File: src/rtl/cdiv_pkg.sv
package cdiv_pkg;

   typedef enum logic {
      CDIV_REAL = 1'b0,
      CDIV_CPLX = 1'b1
   } cdiv_mode_e;

   function automatic int cdiv_max(input int a, input int b);
      return (a > b) ? a : b;
   endfunction

endpackage

File: src/rtl/cdiv_ratio_sel.sv
module cdiv_ratio_sel
   import cdiv_pkg::*;
#(
   parameter int CNT_W     = 3,
   parameter int DIV_REAL  = 7,
   parameter int HIGH_REAL = 4,
   parameter int DIV_CPLX  = 6,
   parameter int HIGH_CPLX = 3,
   parameter bit RST_MODE  = 1'b0
) (
   input  logic             clk_i,
   input  logic             rst_ni,
   input  logic             mode_i,
   input  logic             wrap_i,
   output logic [CNT_W-1:0] last_o,
   output logic [CNT_W-1:0] high_cur_o,
   output logic [CNT_W-1:0] high_nxt_o
);

   localparam logic [CNT_W-1:0] LastReal = CNT_W'(DIV_REAL - 1);
   localparam logic [CNT_W-1:0] LastCplx = CNT_W'(DIV_CPLX - 1);
   localparam logic [CNT_W-1:0] HiReal   = CNT_W'(HIGH_REAL);
   localparam logic [CNT_W-1:0] HiCplx   = CNT_W'(HIGH_CPLX);

   cdiv_mode_e sel_q;
   cdiv_mode_e sel_nxt;

   // The mode input is only looked at on the wrap cycle.
   always_comb begin
      sel_nxt = sel_q;
      if (wrap_i) begin
         sel_nxt = cdiv_mode_e'(mode_i);
      end
   end

   always_ff @(posedge clk_i or negedge rst_ni) begin
      if (!rst_ni) begin
         sel_q <= cdiv_mode_e'(RST_MODE);
      end else begin
         sel_q <= sel_nxt;
      end
   end

   always_comb begin
      last_o     = (sel_q == CDIV_CPLX) ? LastCplx : LastReal;
      high_cur_o = (sel_q == CDIV_CPLX) ? HiCplx : HiReal;
      high_nxt_o = (sel_nxt == CDIV_CPLX) ? HiCplx : HiReal;
   end

   // the active ratio only moves after a wrap edge
   a_r7_switch_at_wrap: assert property (@(posedge clk_i) disable iff (!rst_ni)
      !$stable(sel_q) |-> $past(wrap_i));

endmodule

File: src/rtl/cdiv_counter.sv
module cdiv_counter #(
   parameter int CNT_W = 3
) (
   input  logic             clk_i,
   input  logic             rst_ni,
   input  logic [CNT_W-1:0] last_i,
   output logic [CNT_W-1:0] cnt_o,
   output logic [CNT_W-1:0] cnt_nxt_o,
   output logic             wrap_o
);

   logic [CNT_W-1:0] cnt_q;

   always_comb begin
      wrap_o    = (cnt_q == last_i);
      cnt_nxt_o = wrap_o ? '0 : cnt_q + 1'b1;
      cnt_o     = cnt_q;
   end

   always_ff @(posedge clk_i or negedge rst_ni) begin
      if (!rst_ni) begin
         cnt_q <= '0;
      end else begin
         cnt_q <= cnt_nxt_o;
      end
   end

   // the phase never passes the last step of the active ratio
   a_r1_r2_cnt_in_range: assert property (@(posedge clk_i) disable iff (!rst_ni)
      cnt_q <= last_i);

endmodule

File: src/rtl/cdiv_wave.sv
module cdiv_wave #(
   parameter int CNT_W     = 3,
   parameter int HIGH_REAL = 4,
   parameter int HIGH_CPLX = 3
) (
   input  logic             clk_i,
   input  logic             rst_ni,
   input  logic [CNT_W-1:0] cnt_i,
   input  logic [CNT_W-1:0] cnt_nxt_i,
   input  logic [CNT_W-1:0] high_cur_i,
   input  logic [CNT_W-1:0] high_nxt_i,
   output logic             samp_clk_o,
   output logic             samp_stb_o
);

   logic samp_d;
   logic stb_d;

   generate
      if (HIGH_REAL == HIGH_CPLX) begin : g_fixed_high
         localparam logic [CNT_W-1:0] HiConst = CNT_W'(HIGH_REAL);
         always_comb samp_d = (cnt_nxt_i < HiConst);
      end else begin : g_mux_high
         always_comb samp_d = (cnt_nxt_i < high_nxt_i);
      end
   endgenerate

   always_comb stb_d = (cnt_nxt_i == '0);

   always_ff @(posedge clk_i or negedge rst_ni) begin
      if (!rst_ni) begin
         samp_clk_o <= 1'b1;
         samp_stb_o <= 1'b0;
      end else begin
         samp_clk_o <= samp_d;
         samp_stb_o <= stb_d;
      end
   end

   // a rising sample clock always comes with the strobe
   a_r6_rise_has_stb: assert property (@(posedge clk_i) disable iff (!rst_ni)
      $rose(samp_clk_o) |-> samp_stb_o);
   // the strobe never appears without a rising sample clock
   a_r6_stb_only_on_rise: assert property (@(posedge clk_i) disable iff (!rst_ni)
      samp_stb_o |-> $rose(samp_clk_o));
   // the falling edge lands on the phase given by the active split
   a_r3_r4_fall_phase: assert property (@(posedge clk_i) disable iff (!rst_ni)
      $fell(samp_clk_o) |-> (cnt_i == high_cur_i));

endmodule

File: src/rtl/cdiv_half.sv
module cdiv_half (
   input  logic clk_i,
   input  logic rst_ni,
   output logic half_clk_o
);

   always_ff @(posedge clk_i or negedge rst_ni) begin
      if (!rst_ni) begin
         half_clk_o <= 1'b0;
      end else begin
         half_clk_o <= ~half_clk_o;
      end
   end

   // the level changes on every master edge
   a_r5_half_toggles: assert property (@(posedge clk_i) disable iff (!rst_ni)
      1'b1 |=> (half_clk_o != $past(half_clk_o)));

endmodule

File: src/rtl/cdiv_clkgen.sv
module cdiv_clkgen
   import cdiv_pkg::*;
#(
   parameter int DIV_REAL  = 7,
   parameter int HIGH_REAL = 4,
   parameter int DIV_CPLX  = 6,
   parameter int HIGH_CPLX = 3,
   parameter bit RST_MODE  = 1'b0
) (
   input  logic clk_i,
   input  logic rst_ni,
   input  logic mode_i,
   output logic samp_clk_o,
   output logic half_clk_o,
   output logic samp_stb_o
);

   localparam int DivMax = cdiv_max(DIV_REAL, DIV_CPLX);
   localparam int CntW   = $clog2(DivMax);

   generate
      if (DIV_REAL < 2 || DIV_CPLX < 2) begin : g_bad_div
         $error("cdiv_clkgen: both ratios must be at least 2");
      end
      if (HIGH_REAL < 1 || HIGH_REAL >= DIV_REAL) begin : g_bad_high_real
         $error("cdiv_clkgen: HIGH_REAL must lie in 1..DIV_REAL-1");
      end
      if (HIGH_CPLX < 1 || HIGH_CPLX >= DIV_CPLX) begin : g_bad_high_cplx
         $error("cdiv_clkgen: HIGH_CPLX must lie in 1..DIV_CPLX-1");
      end
   endgenerate

   logic [CntW-1:0] last;
   logic [CntW-1:0] high_cur;
   logic [CntW-1:0] high_nxt;
   logic [CntW-1:0] cnt;
   logic [CntW-1:0] cnt_nxt;
   logic            wrap;

   cdiv_ratio_sel #(
      .CNT_W    (CntW),
      .DIV_REAL (DIV_REAL),
      .HIGH_REAL(HIGH_REAL),
      .DIV_CPLX (DIV_CPLX),
      .HIGH_CPLX(HIGH_CPLX),
      .RST_MODE (RST_MODE)
   ) u_ratio (
      .clk_i     (clk_i),
      .rst_ni    (rst_ni),
      .mode_i    (mode_i),
      .wrap_i    (wrap),
      .last_o    (last),
      .high_cur_o(high_cur),
      .high_nxt_o(high_nxt)
   );

   cdiv_counter #(
      .CNT_W(CntW)
   ) u_cnt (
      .clk_i    (clk_i),
      .rst_ni   (rst_ni),
      .last_i   (last),
      .cnt_o    (cnt),
      .cnt_nxt_o(cnt_nxt),
      .wrap_o   (wrap)
   );

   cdiv_wave #(
      .CNT_W    (CntW),
      .HIGH_REAL(HIGH_REAL),
      .HIGH_CPLX(HIGH_CPLX)
   ) u_wave (
      .clk_i     (clk_i),
      .rst_ni    (rst_ni),
      .cnt_i     (cnt),
      .cnt_nxt_i (cnt_nxt),
      .high_cur_i(high_cur),
      .high_nxt_i(high_nxt),
      .samp_clk_o(samp_clk_o),
      .samp_stb_o(samp_stb_o)
   );

   cdiv_half u_half (
      .clk_i     (clk_i),
      .rst_ni    (rst_ni),
      .half_clk_o(half_clk_o)
   );

endmodule

File: config.mk
export PLATFORM = sky130hd
export DESIGN_NAME = cdiv_clkgen
export DESIGN_NICKNAME = d
export VERILOG_FILES = /design/src/rtl/cdiv_pkg.sv /design/src/rtl/cdiv_ratio_sel.sv /design/src/rtl/cdiv_counter.sv /design/src/rtl/cdiv_wave.sv /design/src/rtl/cdiv_half.sv /design/src/rtl/cdiv_clkgen.sv
export SDC_FILE = /design/constraint.sdc
export NUM_CORES = 1
export LEC_CHECK = 0
export ABC_AREA = 1
export CELL_PAD_IN_SITES_DETAIL_PLACEMENT = 1
export CELL_PAD_IN_SITES_GLOBAL_PLACEMENT = 2
export CORE_AREA = 8 8 45 47
export CTS_CLUSTER_DIAMETER = 100
export DETAILED_ROUTE_END_ITERATION = 10
export DIE_AREA = 0 0 53 55
export DONT_BUFFER_PORTS = 1
export GPL_TIMING_DRIVEN = 1
export PLACE_DENSITY_LB_ADDON = 0.05
export SKIP_CTS_REPAIR_TIMING = 1
export SKIP_LAST_GASP = 1
export SYNTH_ARGS = -nofsm -noshare
export SYNTH_HDL_FRONTEND = slang
export SYNTH_SLANG_ARGS = --single-unit
File: constraint.sdc
create_clock -name clk_i -period 1.51 [get_ports clk_i]
set_input_delay 0.0755 -clock clk_i [delete_from_list [all_inputs] [get_ports clk_i]]
set_output_delay 0.0755 -clock clk_i [all_outputs]
set_load 0.01 [all_outputs]
==> metrics.md <==
| Metric | Value |
|---|---|
| Skew-Pair Late Insertion Delay | `260 ps` |
| Post-route minimum period | `1465 ps` |
| DRC viols | `0` |
| Final worst-path cycle share | `97.02%` |
| CTS tree | `done` |
| Layout filler cell count | `173` |
| Metal3 WL | `38 um` |
| Area Growth Syn to Fin | `37.60%` |
| Die footprint | `0.002915 mm^2` |
| Maxcap violations | `0` |
| Pwr Total | `1.092 mW` |
| Critical Path Most Common Cell | `ha_1` |
| Seq cells post-synth | `7` |
| Slew Limit Fails | `0` |
| Cell leakage power | `0.2269 nW` |
| Area of the multi-input gates | `136.4 um^2` |
| All-Layer GR Usage | `6.634%` |
| Num rows | `14` |
| CTS root buf | `clkbuf_4` |
| Final setup vio count | `0` |
| First-pass GRT wire length | `1331 um` |
| Rel. slew slack | `77.21%` |
| N_diodes | `0` |
| Routed met1 length | `330 um` |
| Fin nets | `52` |
| Synth area leader | `dfrtp_1` |
| Hpwl dp | `595.4 um` |
| Cells after synthesis | `35` |
| Top-area cell type share of the netlist area | `46.51%` |
| Total CTS buffers | `3` |
| Startpoint Class | `flop` |
| Synth warnings | `0` |
| Vias in the first global route | `305` |
| Yosys cell types | `14` |
| Via count | `268` |
| Finished Cell Area | `444.2 um^2` |
| CP Max Fanout | `2` |
| Register Area | `176.4 um^2` |
| Gpl congestion | `0.6804` |
| Clock Skews | `2.525 ps` |
| Seq/Total Area, Yosys | `54.65%` |
| Worst Path Arrival | `1650 ps` |
| Post-Syn Nets | `40` |
| H-tree Lvls | `1` |
| DR top layer | `met4` |
| Drt pass-1 iters | `5` |
| Share of layout cells above drive strength 1 | `36.96%` |
| Die height | `55 um` |
| Synthesized area | `322.8 um^2` |
| Mapped Avg Cell Area | `9.223 um^2` |
| Post-route setup TNS | `0 ps` |
| Outcome | `finished clean` |
| Clock Pin Slew Worst Setup and Hold Paths | `60 ps` |
| Total grt overflow | `0` |
| Pwr per Cell Area | `2459 mW/mm^2` |
| HP Class | `primary input to async pin` |
| Fmax | `0.6826 GHz` |
| Initial Util | `23.33%` |
| DR vias/cell | `4.323` |
| Critical R2R Launch | `u_cnt.cnt_o[1]$_DFF_PN0_` |
| Core ar. | `0.001384 mm^2` |
| Cell Chain, Critical Path | `ha_1 -> or2_1 -> a21oi_4 -> ha_1 -> a21oi_1` |
| Initial antenna violation count | `0` |
| Slowest cell on crit path | `dfrtp_1` |
| Critical path endpoint category | `flop` |
| Peak VDD IR | `708.4 uV` |
| DR WL met2 | `407 um` |
| Crit path required time | `1700 ps` |
| DR iter-0 viols | `6` |
| Final ANT Viol Nets | `0` |
| Cell Area, Placed | `372.9 um^2` |
| Setup CP Type | `flop to flop` |
| Clock Path Buffers | `2` |
| I/O pins | `6` |
| Final Hold Violating Endpoints | `0` |
| Die X | `53 um` |
| CP Launch Point | `u_cnt.cnt_o[1]$_DFF_PN0_` |
| Total wire length | `822 um` |
| Worst path max stage delay | `390 ps` |
| Largest cells by area after synthesis | `dfrtp_1, dfstp_2, ha_1, nand3_1, inv_1` |
| TritonCTS Sinks | `7` |
| Slew @ Worst Pin | `340.7 ps` |
| I/O Buffers | `0` |
| DR WL/cell | `13.26 um` |
| Largest net degree at the start of global routing | `8` |
## critical path, delay by kind of cell, from the launching register on
kind	cells	cell delay (ps)
compound gates	2	290
fa+ha+maj	2	460
simple gates	1	270
flops	1	390
## synthesized netlist by cell type
cell type	instances
nor2_1	2
nand2_1	4
ha_1	2
a31oi_1	1
inv_1	5
dfstp_2	1
or2_1	1
a21oi_1	2
inv_2	3
a21oi_2	1
o21ai_1	1
nand3_1	4
dfrtp_1	6
and2_1	2
## flip-flops by register name, indices dropped and copies added (netlist names)
register,count
u_half.half_clk_o,1
u_wave.samp_clk_o,1
u_ratio.sel_q,1
u_cnt.cnt_o,3
u_wave.samp_stb_o,1
## final timing paths
kind	cells after the start	end	slack, ps
setup reg to reg	5	u_wave.samp_clk_o$_DFF_PN1_	40
min in group clk_i	4	u_ratio.sel_q$_DFF_PN0_	160
max in group asynchronous	1	u_wave.samp_clk_o$_DFF_PN1_	1060
hold / removal	1	u_cnt.cnt_o[0]$_DFF_PN0_	150
hold reg to reg	1	u_half.half_clk_o$_DFF_PN0_	490
setup / recovery	5	u_wave.samp_clk_o$_DFF_PN1_	40
## layer usage
layer | up-vias | GRT usage, %
met2 | 7 | 9.570
met5 | - | 0
met3 | 4 | 1.872
li1 | 130 | -
met1 | 127 | 6.442
met4 | 0 | 9.914
## cell usage in the layout (no fill, tap or decap), drive strengths merged
cell type / Yosys / layout
o21ai: 1 / 1
nand3: 4 / 4
buf: 0 / 6
or2: 1 / 1
nor2: 2 / 2
clkbuf: 0 / 4
a31oi: 1 / 1
dlygate4sd3: 0 / 1
ha: 2 / 2
nand2: 4 / 4
dfstp: 1 / 1
inv: 8 / 8
and2: 2 / 2
dfrtp: 6 / 6
a21oi: 3 / 3
## power by group
group          switching (mW)  internal [mW]  total (mW)  leakage (nW)
Clock                  0.0761          0.101       0.177        0.0150
Combinational           0.301          0.268       0.569         0.131
Sequential             0.0622          0.284       0.346        0.0807
Total                   0.439          0.653        1.09         0.227
## logic make-up (layout without fill, tap and decap cells)
kind of cell / count (synthesis) / after routing / share of synthesized area, %
fa+ha+maj: 2 / 2 / 7.751
compound gates: 5 / 5 / 9.303
simple gates: 13 / 13 / 18.99
flops: 7 / 7 / 54.65
buf+inv: 8 / 19 / 9.303
## stage by stage
stage	setup WS (ps)	std cells	utilization [%]	hold WS [ps]
final	44.94	62	32.10	153.2
after global routing	-11.23	62	32.10	179.1
after CTS	-13.95	59	28.84	-493.0
after detailed placement	-8.832	55	26.94	-219.8
after global placement	49.99	55	26.94	-219.9
after floorplan	61.87	35	-	-220.1
## layout make-up
class	instances	share of cell area [%]
flip-flops and latches	7	39.72
multi-input cells	20	30.70
inverters	8	6.761
well taps	16	4.507
clock buffers	4	5.915
repair buffers	7	12.39
Note: power is estimated with default switching activity, not from simulation.
